**config.mk**
```make
export PLATFORM = sky130hd
export DESIGN_NAME = tx_start_ctrl
export DESIGN_NICKNAME = d
export VERILOG_FILES = /design/src/rtl/tx_pkg.sv /design/src/rtl/tx_gap_timer.sv /design/src/rtl/tx_backoff.sv /design/src/rtl/tx_dma_ptr.sv /design/src/rtl/tx_start_ctrl.sv
export SDC_FILE = /design/constraint.sdc
export NUM_CORES = 1
export LEC_CHECK = 0
export ABC_AREA = 1
export BUFFER_PORTS_ARGS = -buffer_cell sky130_fd_sc_hd__clkbuf_2
export CAP_MARGIN = 20
export CORE_MARGIN = 1.5
export CORE_UTILIZATION = 30
export DETAILED_ROUTE_END_ITERATION = 8
export HOLD_SLACK_MARGIN = 0.03
export SETUP_SLACK_MARGIN = 0.1
export SKIP_CTS_REPAIR_TIMING = 1
export SYNTH_ARGS = -nofsm -noshare
export SYNTH_HDL_FRONTEND = slang
export SYNTH_SLANG_ARGS = --single-unit
```
**constraint.sdc**
```tcl
create_clock -name clk -period 3.1 [get_ports clk]
set_input_delay 0.62 -clock clk [delete_from_list [all_inputs] [get_ports clk]]
set_output_delay 0.62 -clock clk [all_outputs]
set_load 0.005 [all_outputs]
```
**src/rtl/tx_pkg.sv**
```systemverilog
// Shared definitions for the transmit start and retry controller.
// Assumes a byte-wide register interface with a 2-bit index.
package tx_pkg;
    typedef enum logic [1:0] {
        ST_IDLE  = 2'd0,
        ST_FETCH = 2'd1,
        ST_SEND  = 2'd2
    } tx_state_e;

    localparam logic [1:0] IDX_PAGE  = 2'd0;
    localparam logic [1:0] IDX_CNTLO = 2'd1;
    localparam logic [1:0] IDX_CNTHI = 2'd2;
    localparam logic [1:0] IDX_CMD   = 2'd3;

    localparam int STAT_SENT = 0;
    localparam int STAT_COLL = 1;
    localparam int STAT_ABRT = 2;

    localparam int LFSR_W    = 10;
    localparam int MAX_EXP   = 10;
    localparam int MAX_SLOTS = 1023;
endpackage

```
**src/rtl/tx_gap_timer.sv**
```systemverilog
// Interframe gap timer. Counts quiet cycles and saturates at GAP_CYCLES.
// Assumes hold is high whenever the medium is busy or the block transmits.
module tx_gap_timer #(
    parameter int GAP_CYCLES = 64
) (
    input  logic clk,
    input  logic rst_n,
    input  logic hold,
    output logic gap_ok
);
    localparam int W = $clog2(GAP_CYCLES + 1);
    localparam logic [W-1:0] GAP_V = W'(GAP_CYCLES);

    logic [W-1:0] cnt_q;

    // Restart on activity, otherwise count up to the gap length.
    always_ff @(posedge clk) begin
        if (!rst_n)            cnt_q <= '0;
        else if (hold)         cnt_q <= '0;
        else if (cnt_q != GAP_V) cnt_q <= cnt_q + 1'b1;
    end

    assign gap_ok = (cnt_q == GAP_V);

    p_gap_bounded_r5: assert property (@(posedge clk) disable iff (!rst_n)
        cnt_q <= GAP_V);
    p_gap_restart_r5: assert property (@(posedge clk) disable iff (!rst_n)
        hold |=> !gap_ok);
endmodule

```
**src/rtl/tx_backoff.sv**
```systemverilog
// Backoff timer with a free-running 10-bit LFSR for the random slot draw.
// Assumes coll_n is the collision count including the collision being loaded.
module tx_backoff #(
    parameter int          SLOT_CYCLES = 512,
    parameter logic [9:0]  LFSR_SEED   = 10'h2A5,
    parameter int          CW          = 4
) (
    input  logic          clk,
    input  logic          rst_n,
    input  logic          load,
    input  logic [CW-1:0] coll_n,
    output logic          done
);
    import tx_pkg::*;

    localparam int BW = $clog2(MAX_SLOTS * SLOT_CYCLES + 1);
    localparam logic [BW-1:0] CNT_MAX = BW'(MAX_SLOTS * SLOT_CYCLES);

    logic [LFSR_W-1:0] lfsr_q;
    logic [BW-1:0]     cnt_q;
    logic [3:0]        k;
    logic [LFSR_W-1:0] mask;
    logic [LFSR_W-1:0] slots;

    // Step the pseudo-random source every cycle.
    always_ff @(posedge clk) begin
        if (!rst_n) lfsr_q <= LFSR_SEED;
        else        lfsr_q <= {lfsr_q[8:0], lfsr_q[9] ^ lfsr_q[6]};
    end

    // Truncate the exponent and mask the draw to the current range.
    always_comb begin
        if (int'(coll_n) > MAX_EXP) k = 4'(MAX_EXP);
        else                        k = 4'(coll_n);
        mask  = LFSR_W'((11'd1 << k) - 11'd1);
        slots = lfsr_q & mask;
    end

    // Load the wait on a collision, otherwise count it down to zero.
    always_ff @(posedge clk) begin
        if (!rst_n)          cnt_q <= '0;
        else if (load)       cnt_q <= BW'(slots) * BW'(SLOT_CYCLES);
        else if (cnt_q != 0) cnt_q <= cnt_q - 1'b1;
    end

    assign done = (cnt_q == '0);

    p_bo_bound_r7: assert property (@(posedge clk) disable iff (!rst_n)
        load |=> cnt_q <= CNT_MAX);
endmodule

```
**src/rtl/tx_dma_ptr.sv**
```systemverilog
// Read pointer and remaining count for the frame fetch.
// Assumes load and step are never both high; load wins if they are.
module tx_dma_ptr #(
    parameter int AW = 16,
    parameter int CNTW = 16
) (
    input  logic            clk,
    input  logic            rst_n,
    input  logic            load,
    input  logic [AW-1:0]   base,
    input  logic [CNTW-1:0] count,
    input  logic            step,
    output logic [AW-1:0]   addr,
    output logic            can_read
);
    logic [AW:0]     addr_q;
    logic [CNTW-1:0] rem_q;

    // Rewind to the frame start on load, else advance one byte per grant.
    always_ff @(posedge clk) begin
        if (!rst_n) begin
            addr_q <= '0;
            rem_q  <= '0;
        end else if (load) begin
            addr_q <= {1'b0, base};
            rem_q  <= count;
        end else if (step) begin
            addr_q <= addr_q + 1'b1;
            rem_q  <= rem_q - 1'b1;
        end
    end

    assign addr     = addr_q[AW-1:0];
    assign can_read = !addr_q[AW] && (rem_q != '0);

    p_no_step_past_end_r3: assert property (@(posedge clk) disable iff (!rst_n)
        addr_q[AW] |-> !step);
    p_no_step_empty_r2: assert property (@(posedge clk) disable iff (!rst_n)
        (rem_q == '0) |-> !step);
endmodule

```
**src/rtl/tx_start_ctrl.sv**
```systemverilog
// Transmit start and collision retry controller (top).
// Holds the page and count registers, sequences fetch, start, retry and abort,
// and reports status. Assumes the serializer holds collision/ser_done only
// while tx_go is high and that a FIFO byte lands on each dma_req && dma_ack.
module tx_start_ctrl #(
    parameter int         GAP_CYCLES  = 64,
    parameter int         SLOT_CYCLES = 512,
    parameter int         MAX_COLL    = 15,
    parameter logic [9:0] LFSR_SEED   = 10'h2A5
) (
    input  logic                            clk,
    input  logic                            rst_n,
    input  logic                            reg_wr_en,
    input  logic [1:0]                      reg_addr,
    input  logic [7:0]                      reg_wdata,
    input  logic                            rx_active,
    input  logic                            carrier_sense,
    input  logic                            collision,
    output logic                            dma_req,
    output logic [15:0]                     dma_addr,
    input  logic                            dma_ack,
    output logic                            fifo_flush,
    input  logic                            fifo_nonempty,
    input  logic                            fifo_full,
    output logic                            tx_go,
    input  logic                            ser_done,
    output logic                            tx_done,
    output logic                            tx_busy,
    output logic [2:0]                      tx_status,
    output logic [$clog2(MAX_COLL+1)-1:0]   coll_count
);
    import tx_pkg::*;

    localparam int CW = $clog2(MAX_COLL + 1);
    localparam logic [CW-1:0] COLL_LIM = CW'(MAX_COLL);

    tx_state_e     state_q;
    logic [7:0]    page_q;
    logic [15:0]   cnt_q;
    logic [CW-1:0] ncol_q;
    logic [2:0]    stat_q;
    logic          done_q;

    logic start_cmd, coll_hit, abort_now, give_up, go_now, sent_now;
    logic can_read, gap_ok, bo_done, step;
    logic [CW-1:0] ncol_next;

    // Decode the command and the events of this cycle.
    always_comb begin
        start_cmd = reg_wr_en && (reg_addr == IDX_CMD) && reg_wdata[0] && (state_q == ST_IDLE);
        coll_hit  = (state_q == ST_SEND) && collision;
        ncol_next = ncol_q + 1'b1;
        abort_now = coll_hit && (ncol_next == COLL_LIM);
        sent_now  = (state_q == ST_SEND) && ser_done && !collision;
        give_up   = (state_q == ST_FETCH) && carrier_sense && !fifo_nonempty;
        go_now    = (state_q == ST_FETCH) && !carrier_sense && gap_ok && fifo_nonempty && bo_done;
    end

    assign fifo_flush = start_cmd || coll_hit;
    assign dma_req    = (state_q != ST_IDLE) && can_read && !rx_active && !fifo_full && !coll_hit;
    assign step       = dma_req && dma_ack;

    // Frame location registers, writable only while idle.
    always_ff @(posedge clk) begin
        if (!rst_n) begin
            page_q <= '0;
            cnt_q  <= '0;
        end else if (reg_wr_en && state_q == ST_IDLE) begin
            case (reg_addr)
                IDX_PAGE:  page_q      <= reg_wdata;
                IDX_CNTLO: cnt_q[7:0]  <= reg_wdata;
                IDX_CNTHI: cnt_q[15:8] <= reg_wdata;
                default:   ;
            endcase
        end
    end

    // Attempt sequencing: idle, fetch and wait, transmit.
    always_ff @(posedge clk) begin
        if (!rst_n) state_q <= ST_IDLE;
        else begin
            unique case (state_q)
                ST_IDLE:  if (start_cmd) state_q <= ST_FETCH;
                ST_FETCH: if (give_up) state_q <= ST_IDLE;
                          else if (go_now) state_q <= ST_SEND;
                ST_SEND:  if (coll_hit) state_q <= abort_now ? ST_IDLE : ST_FETCH;
                          else if (ser_done) state_q <= ST_IDLE;
                default:  state_q <= ST_IDLE;
            endcase
        end
    end

    // Status bits and collision count.
    always_ff @(posedge clk) begin
        if (!rst_n) begin
            stat_q <= '0;
            ncol_q <= '0;
            done_q <= 1'b0;
        end else begin
            done_q <= sent_now;
            if (start_cmd) begin
                stat_q <= '0;
                ncol_q <= '0;
            end else if (coll_hit) begin
                stat_q[STAT_COLL] <= 1'b1;
                if (abort_now) begin
                    stat_q[STAT_ABRT] <= 1'b1;
                    ncol_q            <= '0;
                end else begin
                    ncol_q <= ncol_next;
                end
            end else if (sent_now) begin
                stat_q[STAT_SENT] <= 1'b1;
            end
        end
    end

    tx_gap_timer #(.GAP_CYCLES(GAP_CYCLES)) u_gap (
        .clk    (clk),
        .rst_n  (rst_n),
        .hold   (carrier_sense || state_q == ST_SEND),
        .gap_ok (gap_ok)
    );

    tx_backoff #(.SLOT_CYCLES(SLOT_CYCLES), .LFSR_SEED(LFSR_SEED), .CW(CW)) u_bo (
        .clk    (clk),
        .rst_n  (rst_n),
        .load   (coll_hit && !abort_now),
        .coll_n (ncol_next),
        .done   (bo_done)
    );

    tx_dma_ptr #(.AW(16), .CNTW(16)) u_ptr (
        .clk      (clk),
        .rst_n    (rst_n),
        .load     (start_cmd || coll_hit),
        .base     ({page_q, 8'h00}),
        .count    (cnt_q),
        .step     (step),
        .addr     (dma_addr),
        .can_read (can_read)
    );

    assign tx_go      = (state_q == ST_SEND);
    assign tx_busy    = (state_q != ST_IDLE);
    assign tx_status  = stat_q;
    assign coll_count = ncol_q;
    assign tx_done    = done_q;

    p_cmd_clears_r1: assert property (@(posedge clk) disable iff (!rst_n)
        start_cmd |=> (tx_busy && tx_status == 3'b000 && coll_count == '0));
    p_go_conditions_r4: assert property (@(posedge clk) disable iff (!rst_n)
        $rose(tx_go) |-> $past(fifo_nonempty && gap_ok && bo_done));
    p_rewind_r6: assert property (@(posedge clk) disable iff (!rst_n)
        coll_hit |=> (dma_addr == {$past(page_q), 8'h00} && !tx_go));
    p_abort_zero_r8: assert property (@(posedge clk) disable iff (!rst_n)
        $rose(tx_status[STAT_ABRT]) |-> (coll_count == '0 && !tx_busy));
    p_done_pulse_r10: assert property (@(posedge clk) disable iff (!rst_n)
        tx_done |=> !tx_done);
    p_rx_holds_r12: assert property (@(posedge clk) disable iff (!rst_n)
        rx_active |-> !dma_req);
endmodule

```
# [Yosys cells after proc, flatten, opt, wreduce, memory -nomap -nowiden]
# Index checks and enable logic that the tools add are counted.
[classes] add_sub_neg=6 n_mul=0 n_div=0 order_cmp=1 eq_ne=11 n_shift=1 mux=15 bitwise_logic=4 reduce_logical=49
[ops] op="two-way mux 16 bit" n=4
[ops] op="two-way mux 19 bit" n=2
[ops] op="logical AND 1 bit" n=21
[ops] op="logical NOT 19 bit" n=1
[ops] op="nonzero test 19 bit" n=1
[ops] op="subtractor 19 x 1 -> 19 bit (second input constant)" n=1
[ops] op="adder 17 x 1 -> 17 bit (second input constant)" n=1
[ops] op="nonzero test 16 bit" n=1
[ops] op="subtractor 16 x 1 -> 16 bit (second input constant)" n=1
[ops] op="bitwise AND 10 bit" n=1
[ops] op="two-way mux 2 bit" n=5
[ops] op="AND reduction 2 bit" n=5
[ops] op="left shift 1 x 4 -> 10 bit (first input constant)" n=1
[ops] op="subtractor 10 x 1 -> 10 bit (second input constant)" n=1
[ops] op="logical NOT 1 bit" n=8
[ops] op="two-way mux 4 bit" n=2
[ops] op="OR reduction 2 bit" n=4
[ops] op="adder 7 x 1 -> 7 bit (second input constant)" n=1
[ops] op="== test 7 bit (second input constant)" n=1
[ops] op="inequality test 7 bit (second input constant)" n=1
[ops] op="== test 2 bit (second input constant)" n=3
[ops] op="case mux 2 bit (3 select lines)" n=1
[ops] op="nonzero test 2 bit" n=3
[ops] op="adder 4 x 1 -> 4 bit (second input constant)" n=1
[ops] op="12 further kinds" n=16
[totals] reg_bits=103 latch_bits=0 ram_bits=0 romBits=0 inputBits=20 out_inout_bits=28 word_cells=103 mem_count=0

# [Depth between registers and ports, before layout]
# Gate-level depths: netlist of run 1.
[depth] depth_word=9 mapped_depth=12 ltp_nobuf=12

# [By module]
# A second synthesis of run 1 with hierarchy kept.
[unflattened] hier_cells=830 hier_area_um2=5696.7
[by_module_without_submodules] module="tx_dma_ptr" instances=1 cells_per_inst=343 area_per_inst_um2=2209.6 seq_area_each_um2=660.6
[by_module_without_submodules] module="tx_backoff" instances=1 cells_per_inst=234 area_per_inst_um2=1581.5 seq_area_each_um2=580.6
[by_module_without_submodules] module="tx_start_ctrl" instances=1 cells_per_inst=201 area_per_inst_um2=1522.7 seq_area_each_um2=680.7
[by_module_without_submodules] module="tx_gap_timer" instances=1 cells_per_inst=52 area_per_inst_um2=382.9 seq_area_each_um2=140.1

# [Worst setup path after synthesis of run 1]
# OpenSTA, ideal clock, no wires.
[synth_timing] kind="register to register" startpoint="register ncol_q[0], in the netlist coll_count[0]" endpoint="register u_bo.cnt_q[15]" setup_ns=0.070 arrival_ns=2.029 t_required_ns=3.030 setup_slack_ns=1.001 path_stages_with_launch=13 n_path_buf=1 period_less_slack_ns=2.099 cell_sequence="dfxtp_1 inv_1 ha_1 clkbuf_1 inv_1 nor3_1 nand2_1 ha_1 nand4_1 inv_1 nor2_1 nand3_1 a21oi_1"
[synth_between] elab_chain_len=7 word_cells_on_any_way=12 classes_between="add/sub (2); order compare (1); eq/ne (1); shift (1); mux (2); bitwise (1); reduce/logical (4)"
[synth_lines] element="start, declared" line_no="tx_start_ctrl.sv:40" text="logic [CW-1:0] ncol_q;"
[synth_lines] element="start signal, assigned" line_no="tx_start_ctrl.sv:110" text="ncol_q <= ncol_next;"
[synth_lines] element="adder 4 x 1 -> 4 bit (*)" line_no="tx_start_ctrl.sv:52" text="ncol_next = ncol_q + 1'b1;"
[synth_lines] element="> comparator 4 bit" line_no="tx_backoff.sv:33" text="if (int'(coll_n) > MAX_EXP) k = 4'(MAX_EXP);"
[synth_lines] element="two-way mux 4 bit" line_no="tx_backoff.sv:33"
[synth_lines] element="left shift 1 x 4 -> 10 bit" line_no="tx_backoff.sv:35" text="mask = LFSR_W'((11'd1 << k) - 11'd1);"
[synth_lines] element="subtractor 10 x 1 -> 10 bit" line_no="tx_backoff.sv:35"
[synth_lines] element="bitwise AND 10 bit" line_no="tx_backoff.sv:36" text="slots = lfsr_q & mask;"
[synth_lines] element="two-way mux 19 bit" line_no="tx_backoff.sv:42" text="else if (load) cnt_q <= BW'(slots) * BW'(SLOT_CYCLES);"
[synth_lines] element="end signal, assigned" line_no="tx_backoff.sv:42"
[synth_lines] element="end signal, assigned" line_no="tx_backoff.sv:43" text="else if (cnt_q != 0) cnt_q <= cnt_q - 1'b1;"
[synth_lines] element="end, declared" line_no="tx_backoff.sv:20" text="logic [BW-1:0] cnt_q;"
# Mark *: on every way between the ends. The rest lies on a longest branch, timed or not.
# A chain may end at the register's enable or synchronous reset.

# [Final worst setup path of run 1]
[layout_timing] startpoint="input rx_active" endpoint="output dma_req"
[layout_between] elab_chain_len=4
[layout_lines] element="start, declared" line_no="tx_start_ctrl.sv:16" text="input logic rx_active,"
[layout_lines] element="logical NOT 1 bit" line_no="tx_start_ctrl.sv:60" text="assign dma_req = (state_q != ST_IDLE) && can_read && !rx_active && !fifo_full && !coll_hit;"
[layout_lines] element="logical AND 1 bit (3 in a row)" line_no="tx_start_ctrl.sv:60"
[layout_lines] element="end, declared" line_no="tx_start_ctrl.sv:19" text="output logic dma_req,"
# Every way passes these cells.

==> results of run 1 <==
cell families after synthesis:
kind of cell	after synthesis	share of synthesized area (%)
AOI/OAI and AO/OA	113	10.8
xor gates and xnor gates	28	4.53
adders and majority gates	8	1.80
buffers and inverters	143	11.3
DFF	103	37.0
and+or+nand+nor	435	34.6
through the flow:
stage               util [%]  power [mW]
floorplan                  -        2.54
global placement        32.7        2.77
detailed placement      32.7        2.77
CTS                     34.3        3.94
global route            34.3        4.19
finish                  34.3        3.92
final cells by class:
class                      count  area, um2  share of cell area [%]
multi-input combinational    584       2880                    46.4
tap                          229        287                    4.62
timing repair buffer          54        288                    4.64
clock inverter                 5       58.8                   0.948
sequential                   103       2060                    33.2
clock buffer                  10        239                    3.85
inverter                     104        390                    6.29
critical path, delay by kind of cell:
kind | cells | cell delay [ns]
simple gates | 4 | 0.94
buf+inv | 3 | 0.25
cells in the mapped netlist (2+ instances only):
| cell | instances |
|---|---|
| nand3_2 | 2 |
| nand2_4 | 2 |
| clkbuf_1 | 10 |
| dfxtp_1 | 103 |
| o21ai_0 | 38 |
| nor2_4 | 4 |
| or2_2 | 8 |
| o21ai_1 | 2 |
| nor2_2 | 2 |
| buf_2 | 8 |
| o21a_1 | 2 |
| nand2_1 | 179 |
| nor2_1 | 128 |
| xor2_1 | 10 |
| buf_4 | 18 |
| nand4_1 | 23 |
| nand2_2 | 2 |
| inv_1 | 97 |
| o21bai_1 | 4 |
| inv_2 | 6 |
| nor3_1 | 15 |
| ha_1 | 8 |
| buf_6 | 2 |
| nand3_1 | 60 |
| a21oi_1 | 59 |
| or2_0 | 2 |
| xnor2_1 | 17 |
| nand3b_1 | 4 |
worst max-delay path by stage:
stage                                         endpoint  slack, ns  cells after the start
final                                          dma_req       0.66                      7
after global routing       u_bo.cnt_q[15]$_SDFFE_PN0P_       0.46                     11
after CTS                                      dma_req       0.67                      8
after detailed placement  u_ptr.addr_q[9]$_SDFFE_PN0P_       0.70                     10
after global placement                         dma_req       0.70                      7
after floorplan            u_bo.cnt_q[15]$_SDFFE_PN0P_       1.00                     12
registers in the layout, indices dropped and copies added (netlist names):
signal	flops
u_bo.cnt_q	19
u_ptr.addr_q	17
cnt_q	16
u_ptr.rem_q	16
u_bo.lfsr_q	10
page_q	8
u_gap.cnt_q	7
coll_count	4
tx_status	3
state_q	2
tx_done	1
metal layers:
metal | track usage (%) | wire length (um) | up-vias
met4 | 5.77 | 247 | 0
met3 | 3.17 | 735 | 16
met2 | 21.6 | 5760 | 128
met5 | 0 | 0 | -
met1 | 21.3 | 7180 | 2292
li1 | - | - | 2686
power groups by stage:
stage / logic [mW] / clock network, mW / registers [mW]
floorplan: 0.951 / 0 / 1.59
global placement: 1.14 / 0 / 1.63
detailed placement: 1.15 / 0 / 1.62
CTS: 1.15 / 1.19 / 1.60
global route: 1.32 / 1.25 / 1.62
finish: 1.15 / 1.17 / 1.60
==> summary.txt, run 1 <==
Outcome
  • Status: finished, violations left
  • Violated checks: DRC

Placed design
  • Routability Congestion: 0.853
  • Count of port buffers added during placement: 47
  • Placement Setup Slack: around 0.70 ns
  • DP Area: slightly below 6000 um2
  • Placed Cells incl. Taps: between 1000 and 1500
  • Post-DP HPWL: between 10000 and 15000 um

Setup path
  • Crit-path slowest cell: nor3_1
  • CP arrival: between 1.5 and 2 ns
  • Reg-to-Reg Start: coll_count[0]$_SDFFE_PP0P_
  • Crit start category: input port
  • CP endpoint kind: output port
  • CP Class: in2out
  • Cells along the critical path: clkbuf_2 > nor3_1 > nand2_1 > nor2_2 > nand2_1 > inv_1 > clkbuf_2
  • Required time of the critical path: 2.48 ns
  • FF-to-FF path depth: 11
  • Worst path max stage delay: between 0.3 and 0.4 ns
  • Worst setup startpoint: rx_active
  • Worst R2R End: u_bo.cnt_q[15]$_SDFFE_PN0P_
  • R2r setup slk: between 0.6 and 0.7 ns
  • CP Max Fanout: 8

Timing
  • Fin crit share: 78.7%
  • Fmax achieved: 0.410 GHz
  • Final worst slack: ~0.66 ns
  • Final Hold Viols: 0
  • Tmin final: 2.44 ns
  • Final setup fails: 0
  • Hold slack: approximately 0.43 ns
  • Setup Skew: ~0.0081 ns
  • Max Slew Vio Count: 0
  • TNS Setup: 0 ns
  • Worst Tran Pin Value: ~0.72 ns
  • RSZ-0062 raised after global routing: no
  • Slew margin rel.: approximately half

Routing
  • Post-route DRC: 6
  • First drt pass iteration count: 7
  • Initial drt markers: 290
  • Routed Antenna Nets: 0
  • Routed WL: 13900 um
  • Vias per inst: ~4.7
  • Wire per inst: around 13 um
  • Via count: ~5000

CTS
  • CTS root buffer: clkbuf_16
  • Clk Latency, worst-skew pair: 0.36 ns
  • CTS clock-pin slew for the worst setup and hold paths: roughly 0.070 ns
  • Cts bufs inserted: 9
  • CTS tree: built
  • Clock buffer depth: 2
  • Clock sink total: roughly 100
  • H-Tree Depth: 3

Yosys
  • Yosys cell types: 43
  • Synth Instances: a little over 800
  • Syn. warnings: 0
  • #FFs+latches synth: about 100
  • Post-synthesis sequential area ratio: 37.0%
  • Average size of a mapped cell: 6.72 um2
  • Synth area leaders: dfxtp_1, nand2_1, nor2_1
  • Top-area cell type share of the netlist area: 37.0%
  • Ys flop type: dfxtp_1
  • Mapped cell area: 5570 um2
  • Syn_nets: roughly 860
  • Post-synth ARST share: 0%
  • Post-synth EDFFs: 0
  • Post-synth top area cell: dfxtp_1

Pwr
  • Seq pwr share: 40.8%
  • P_int: 2.57 mW
  • Sw power: ~1.3 mW
  • PwrDens: about 630 nW/um2
  • Worst VDD drop: ~0.00036 V
  • Comb pwr share: about 29%
  • Clock share of power: about 30%
  • Static Leak: between 2 and 3 nW
  • Switching share of power: 34.3%

Cells and area
  • Leading cell type in the layout, fill and taps excluded: nand2_1
  • P&R area growth vs syn: 11.3%
  • # nets final: ~880
  • Most frequent cells in the layout: nand2_1, nor2_1, dfxtp_1
  • Fin area: 6210 um2
  • FILL cells: 1946
  • Ant diodes: 0
  • Fin cells: between 1000 and 1500
  • Share of layout cells above drive strength 1: 11.5%

Floorplanning
  • Rows: a little under 50
  • Die Width: around 140 um
  • Initial Util: between 30% and 40%
  • I/O pins: 48
  • Die H: about 140 um
  • Die Area: 19400 um2
  • Core area: roughly 18000 um2

Global route
  • Pin count of the biggest net entering global routing: between 40 and 50
  • First-pass GRT wire length: between 20000 and 25000 um
  • Initial antenna violation count: 0
  • Grt ovf: 0
  • Vias in the first global route: 4639
  • Total GRT Usage: approximately 15%

Job
  • Maxcap violations: 0

Min path
  • Hold WC Path Type: reg2reg
  • Hold depth: 2
  • Hold Startpoint: u_bo.lfsr_q[5]$_SDFF_PN1_
  • Hold Path Sink: u_bo.lfsr_q[6]$_SDFF_PN0_
(Power assumes the default switching activity.)
==> run 2: changes to the inputs <==
clock period = 2.3 ns   (was 3.1 ns; I/O delays follow)
==> run 2 against run 1 <==
The run still ends with DRC left. Sequential share of layout area fell by 1.0 points. Combinational power increased by 43%. Power rose by 43%. Via count up 0.61%. Clock power is 55% higher. First-iteration DRC count increased by 18%. Worst setup slack worse by 0.46 ns. Critical path depth is 1 higher. Worst hold slack got worse by 0.057 ns. Critical endpoint unchanged.
==> summary.txt, run 2 (same netlist as run 1, synthesis figures left out) <==
Pwr
  • Seq pwr share: 38.4%
  • Switching share of power: 32.7%
  • PwrDens: around 870 nW/um2
  • Static Leak: 2.86 nW
  • P_int: between 3 and 4 mW
  • Clock share of power: between 30% and 40%
  • Comb pwr share: slightly below 30%
  • Sw power: 1.83 mW
  • Worst VDD drop: 0.000433 V

CTS
  • Cts bufs inserted: 9
  • Clock sink total: between 100 and 150
  • CTS tree: built
  • Clock buffer depth: 2
  • CTS clock-pin slew for the worst setup and hold paths: approximately 0.070 ns
  • Clk Latency, worst-skew pair: 0.36 ns
  • CTS root buffer: clkbuf_16
  • H-Tree Depth: 3

Job
  • Maxcap violations: 0

Global route
  • First-pass GRT wire length: 23300 um
  • Vias in the first global route: 4627
  • Grt ovf: 0
  • Initial antenna violation count: 0
  • Pin count of the biggest net entering global routing: 39
  • Total GRT Usage: 14.9%

Min path
  • Hold WC Path Type: in2reg
  • Hold depth: 3
  • Hold Startpoint: reg_wdata[6]
  • Hold Path Sink: cnt_q[6]$_SDFFE_PN0P_

Timing
  • Tmin final: approximately 2.1 ns
  • Fmax achieved: between 0.4 and 0.5 GHz
  • Hold slack: ~0.38 ns
  • TNS Setup: 0 ns
  • Fin crit share: around nine tenths
  • Slew margin rel.: a little over two thirds
  • Worst Tran Pin Value: between 0.4 and 0.5 ns
  • Max Slew Vio Count: 0
  • Setup Skew: 0.00872 ns
  • Final setup fails: 0
  • RSZ-0062 raised after global routing: no
  • Final Hold Viols: 0

Floorplanning
  • Die Width: roughly 140 um
  • Die Area: 19400 um2
  • Die H: roughly 140 um
  • I/O pins: 48
  • Rows: 49
  • Initial Util: between 30% and 40%
  • Core area: ~18000 um2

Placed design
  • Count of port buffers added during placement: between 40 and 50
  • Routability Congestion: roughly 0.8
  • DP Area: ~6000 um2
  • Post-DP HPWL: 10600 um

Routing
  • Routed Antenna Nets: 0
  • Via count: between 5000 and 6000
  • Vias per inst: 4.68
  • Routed WL: approximately 14000 um
  • First drt pass iteration count: 7
  • Wire per inst: around 13 um
  • Initial drt markers: 341
  • Post-route DRC: 6

Cells and area
  • # nets final: 897
  • Fin area: 6410 um2
  • Max FFs per register: 19
  • Biggest register: u_bo.cnt_q
  • Final design utilization: between 30% and 40%
  • Registers with the most flip-flops: u_bo.cnt_q x19, u_ptr.addr_q x17
  • Share of layout cells above drive strength 1: between 10% and 20%
  • Ant diodes: 0
  • P&R area growth vs syn: 15.0%
  • Leading cell type in the layout, fill and taps excluded: nand2_1
  • Most frequent cells in the layout: nand2_1, nor2_1, dfxtp_1

Setup path
  • Required time of the critical path: 1.84 ns
  • Reg-to-Reg Start: coll_count[0]$_SDFFE_PP0P_
  • CP Class: reg2out
  • FF-to-FF path depth: 12
  • Cells along the critical path: inv_2 > ha_4 > nand3_4 > nor2_4 > nand4_4 > nand2_2 > inv_1 > clkbuf_2
  • CP endpoint kind: output port
  • Worst path max stage delay: roughly 0.34 ns
  • Crit start category: register
  • R2r setup slk: ~0.30 ns
  • CP Max Fanout: 8
  • CP arrival: approximately 1.6 ns
  • Crit-path slowest cell: dfxtp_2
  • Worst R2R End: u_bo.cnt_q[15]$_SDFFE_PN0P_

Outcome
  • Status: finished, violations left
  • Violated checks: DRC
==> run 2: cell types whose count changed in the layout (fill, tap and decap cells not counted), sizes merged <==
| cell | previous run | this run |
|---|---|---|
| bufinv | 1 | 3 |
| clkinv | 3 | 1 |
| clkinvlp | 2 | 0 |
| buf | 7 | 20 |
| clkbuf | 57 | 59 |
==> run 2: metrics by stage <==
step	cells	power, mW	setup WS [ns]
2_1_floorplan	830	3.43	0.201
3_3_place_gp	1084	3.76	0.304
3_5_place_dp	1084	3.78	0.254
4_1_cts	1099	5.59	0.0352
5_1_grt	1102	5.98	0.0932
6_report	1102	5.61	0.204
==> run 2: metal layers <==
metal | wire length (um) | up-vias | GRT usage (%)
met3 | 595 | 13 | 2.37
met2 | 5940 | 91 | 21.7
met5 | 0 | - | 0
met1 | 7480 | 2336 | 22.0
li1 | - | 2713 | -
met4 | 195 | 0 | 5.26
==> run 2: worst max path at each step <==
stage | start | endpoint | slack, ns | cells past startpoint
floorplan | coll_count[0]$_SDFFE_PP0P_ | u_bo.cnt_q[15]$_SDFFE_PN0P_ | 0.20 | 12
global placement | rx_active | u_ptr.addr_q[4]$_SDFFE_PP0P_ | 0.30 | 9
detailed placement | coll_count[0]$_SDFFE_PP0P_ | u_bo.cnt_q[15]$_SDFFE_PN0P_ | 0.25 | 11
CTS | u_ptr.rem_q[0]$_SDFFE_PN0P_ | dma_req | 0.04 | 8
global route | u_ptr.rem_q[1]$_SDFFE_PN0P_ | dma_req | 0.09 | 8
finish | u_ptr.rem_q[0]$_SDFFE_PN0P_ | dma_req | 0.20 | 8
==> run 2: area by class of cell <==
| cell class | count | area, um2 |
|---|---|---|
| inverters | 104 | 390 |
| multi-input cells | 584 | 2920 |
| fillers | 1933 | 11700 |
| well taps | 229 | 287 |
| clock buffers | 12 | 256 |
| repair buffers | 67 | 398 |
| flip-flops and latches | 103 | 2070 |
| clock inverters | 3 | 90.1 |
==> run 2: worst max-delay path: cells and delay by family (launching register included) <==
kind                     cells  cell delay [ns]
buffers and inverters        3             0.23
AND/OR/NAND/NOR              4             0.54
adder cells (fa/ha/maj)      1             0.16
flip-flops                   1             0.34
==> run 2: power by group through the flow <==
stage | clock network (mW) | registers, mW | logic, mW
final | 1.81 | 2.15 | 1.65
after global placement | 0 | 2.19 | 1.58
after floorplan | 0 | 2.15 | 1.28
after detailed placement | 0 | 2.19 | 1.59
after CTS | 1.84 | 2.15 | 1.60
after global routing | 1.92 | 2.18 | 1.89
==> run 3: changes to the inputs <==
ABC_AREA = not set   (was 1)
==> run 3 against run 2 <==
The run now ends clean. Wire length shrank 8.2%. Cell count is 20% lower. Combinational power is 24% lower. Synthesized area down 8.8%. Clock-buffer cell count down 3. Die area down 8.6%. Non-clock buffer count up 27. Via count shrank 13%. Critical path type unchanged. Largest power group unchanged.
==> summary.txt, run 3 <==
Setup path
  • Crit start category: register
  • Crit-path slowest cell: or4_4
  • CP endpoint kind: output port
  • Cells along the critical path: or4_4 > nor4_4 > nor2_2 > clkbuf_2
  • Worst path max stage delay: 0.58 ns
  • Required time of the critical path: around 1.8 ns
  • CP Class: reg2out
  • CP Max Fanout: 4
  • CP arrival: approximately 1.8 ns

Cells and area
  • P&R area growth vs syn: 21.3%
  • Max FFs per register: 19
  • Ant diodes: 0
  • Most frequent cells in the layout: dfxtp_1, nor2_1, nand2_1
  • Share of layout cells above drive strength 1: between 20% and 30%
  • FILL cells: 1725
  • Final design utilization: approximately 37%
  • Leading cell type in the layout, fill and taps excluded: dfxtp_1
  • Multi-input logic area: ~2800 um2
  • # nets final: between 600 and 700
  • Fin cells: 885
  • Registers with the most flip-flops: u_bo.cnt_q x19, u_ptr.addr_q x17
  • Fin area: approximately 6000 um2
  • Storage cell area: 2080 um2
  • Biggest register: u_bo.cnt_q

Yosys
  • Yosys cell types: 65
  • Synth Instances: 598
  • Average size of a mapped cell: 8.51 um2
  • #FFs+latches synth: 103
  • Post-synth ARST share: 0%
  • Syn. warnings: 0
  • Post-synth top area cell: dfxtp_1
  • Post-synthesis sequential area ratio: between 40% and 50%
  • Ys flop type: dfxtp_1
  • Mapped cell area: 5090 um2
  • Syn_nets: 626
  • Most common cell in the synthesized netlist: dfxtp_1
  • Synth area leaders: dfxtp_1, nor2_1, mux2i_1
  • Synth cell count leaders: dfxtp_1, nor2_1, nand2_1
  • Top-area cell type share of the netlist area: between 40% and 50%
  • Post-synth EDFFs: 0

Floorplanning
  • Die Width: ~130 um
  • Die H: around 130 um
  • I/O pins: 48
  • Initial Util: a little over 30%
  • Core area: between 15000 and 20000 um2
  • Rows: 47
  • Die Area: roughly 18000 um2

Timing
  • Final worst slack: between 0.04 and 0.05 ns
  • Worst Tran Pin Value: ~0.5 ns
  • Fmax achieved: ~0.44 GHz
  • Final setup fails: 0
  • Fin crit share: a little over nine tenths
  • Slew margin rel.: between 60% and 70%
  • Setup Skew: roughly 0.0074 ns
  • Max Slew Vio Count: 0
  • RSZ-0062 raised after global routing: yes
  • Hold slack: roughly 0.37 ns
  • Final Hold Viols: 0
  • Tmin final: between 2 and 2.5 ns
  • TNS Setup: 0 ns

Global route
  • First-pass GRT wire length: about 21000 um
  • Initial antenna violation count: 0
  • Pin count of the biggest net entering global routing: 35
  • Vias in the first global route: a little over 4000
  • Total GRT Usage: between 15 and 20%
  • Grt ovf: 0

CTS
  • Clk Latency, worst-skew pair: between 0.3 and 0.4 ns
  • Clock buffer depth: 2
  • H-Tree Depth: 3
  • Cts bufs inserted: 9
  • Clock sink total: approximately 100
  • CTS tree: built
  • CTS root buffer: clkbuf_16
  • CTS clock-pin slew for the worst setup and hold paths: about 0.080 ns

Routing
  • Vias per inst: 5.07
  • First drt pass iteration count: 5
  • Routed WL: around 13000 um
  • Routed Antenna Nets: 0
  • Via count: between 4000 and 5000
  • Initial drt markers: about 270
  • Wire per inst: 14.7 um
  • Post-route DRC: 0

Pwr
  • Design Power: about 5.0 mW
  • Static Leak: approximately 2.4 nW
  • Worst VDD drop: approximately 0.00039 V
  • PwrDens: 804 nW/um2

Outcome
  • Status: complete, no violations

Placed design
  • Post-DP HPWL: 9520 um
  • Placed Cells incl. Taps: 860
  • Routability Congestion: ~0.84
  • Placement Setup Slack: around 0.034 ns
  • Count of port buffers added during placement: between 40 and 50
  • DP Area: between 5000 and 6000 um2

Min path
  • Hold WC Path Type: in2reg

Job
  • Maxcap violations: 0
[run 3: cell count changes after synthesis, moves of 23 or more]
cell / previous run / this run
nand2_1: 179 / 49
o21ai_0: 38 / 14
nor2_1: 128 / 73
a21oi_1: 59 / 35
mux2i_1: 0 / 23
inv_1: 97 / 18
nand3_1: 60 / 23
[run 3: area by class of cell]
class / count / area share (%)
multi-input combinational: 433 / 46.1
clock buffer: 9 / 3.65
inverter: 19 / 1.30
sequential: 103 / 33.7
tap: 220 / 4.46
timing repair buffer: 94 / 9.53
clock inverter: 7 / 1.30
[run 3: path summary, 6_finish.rpt]
kind                                             startpoint                       endpoint  slack (ns)  cells past startpoint
worst max register to register  u_ptr.rem_q[4]$_SDFFE_PN0P_  u_ptr.addr_q[14]$_SDFFE_PN0P_        0.10                      5
worst min-delay path                           reg_wdata[1]          cnt_q[9]$_SDFFE_PN0P_        0.37                      3
worst max-delay path            u_ptr.rem_q[4]$_SDFFE_PN0P_                        dma_req        0.04                      4
worst min register to register    u_bo.lfsr_q[1]$_SDFF_PN0_      u_bo.lfsr_q[2]$_SDFF_PN1_        0.44                      1
[run 3: kinds of logic after synthesis]
group	count (synthesis)	share of synthesized area, %
and+or+nand+nor	246	24.8
buffers and inverters	62	5.98
xor gates and xnor gates	38	6.54
DFF	103	40.5
muxes	26	5.19
AOI/OAI and AO/OA	115	14.9
adders and majority gates	8	1.97
[run 3: routing by layer]
layer  track usage, %  part of all wire (%)  vias up  wire, um
met2             24.1                    46      114      6020
met4             4.71                   1.7        0       223
met1             20.1                    48     2102      6210
met5                0                     0        -         0
li1                 -                     -     2257         -
met3             3.92                   4.5       17       592
[run 3: critical path, delay by kind of cell (launching register included)]
| family | cells | cell delay, ns |
|---|---|---|
| buf+inv | 1 | 0.12 |
| flops | 1 | 0.32 |
| simple gates | 3 | 1.00 |
[run 3: where the power goes]
| part | internal [mW] | switching [mW] |
|---|---|---|
| sequential | 1.94 | 0.159 |
| clock | 0.860 | 0.742 |
| combinational | 0.591 | 0.673 |
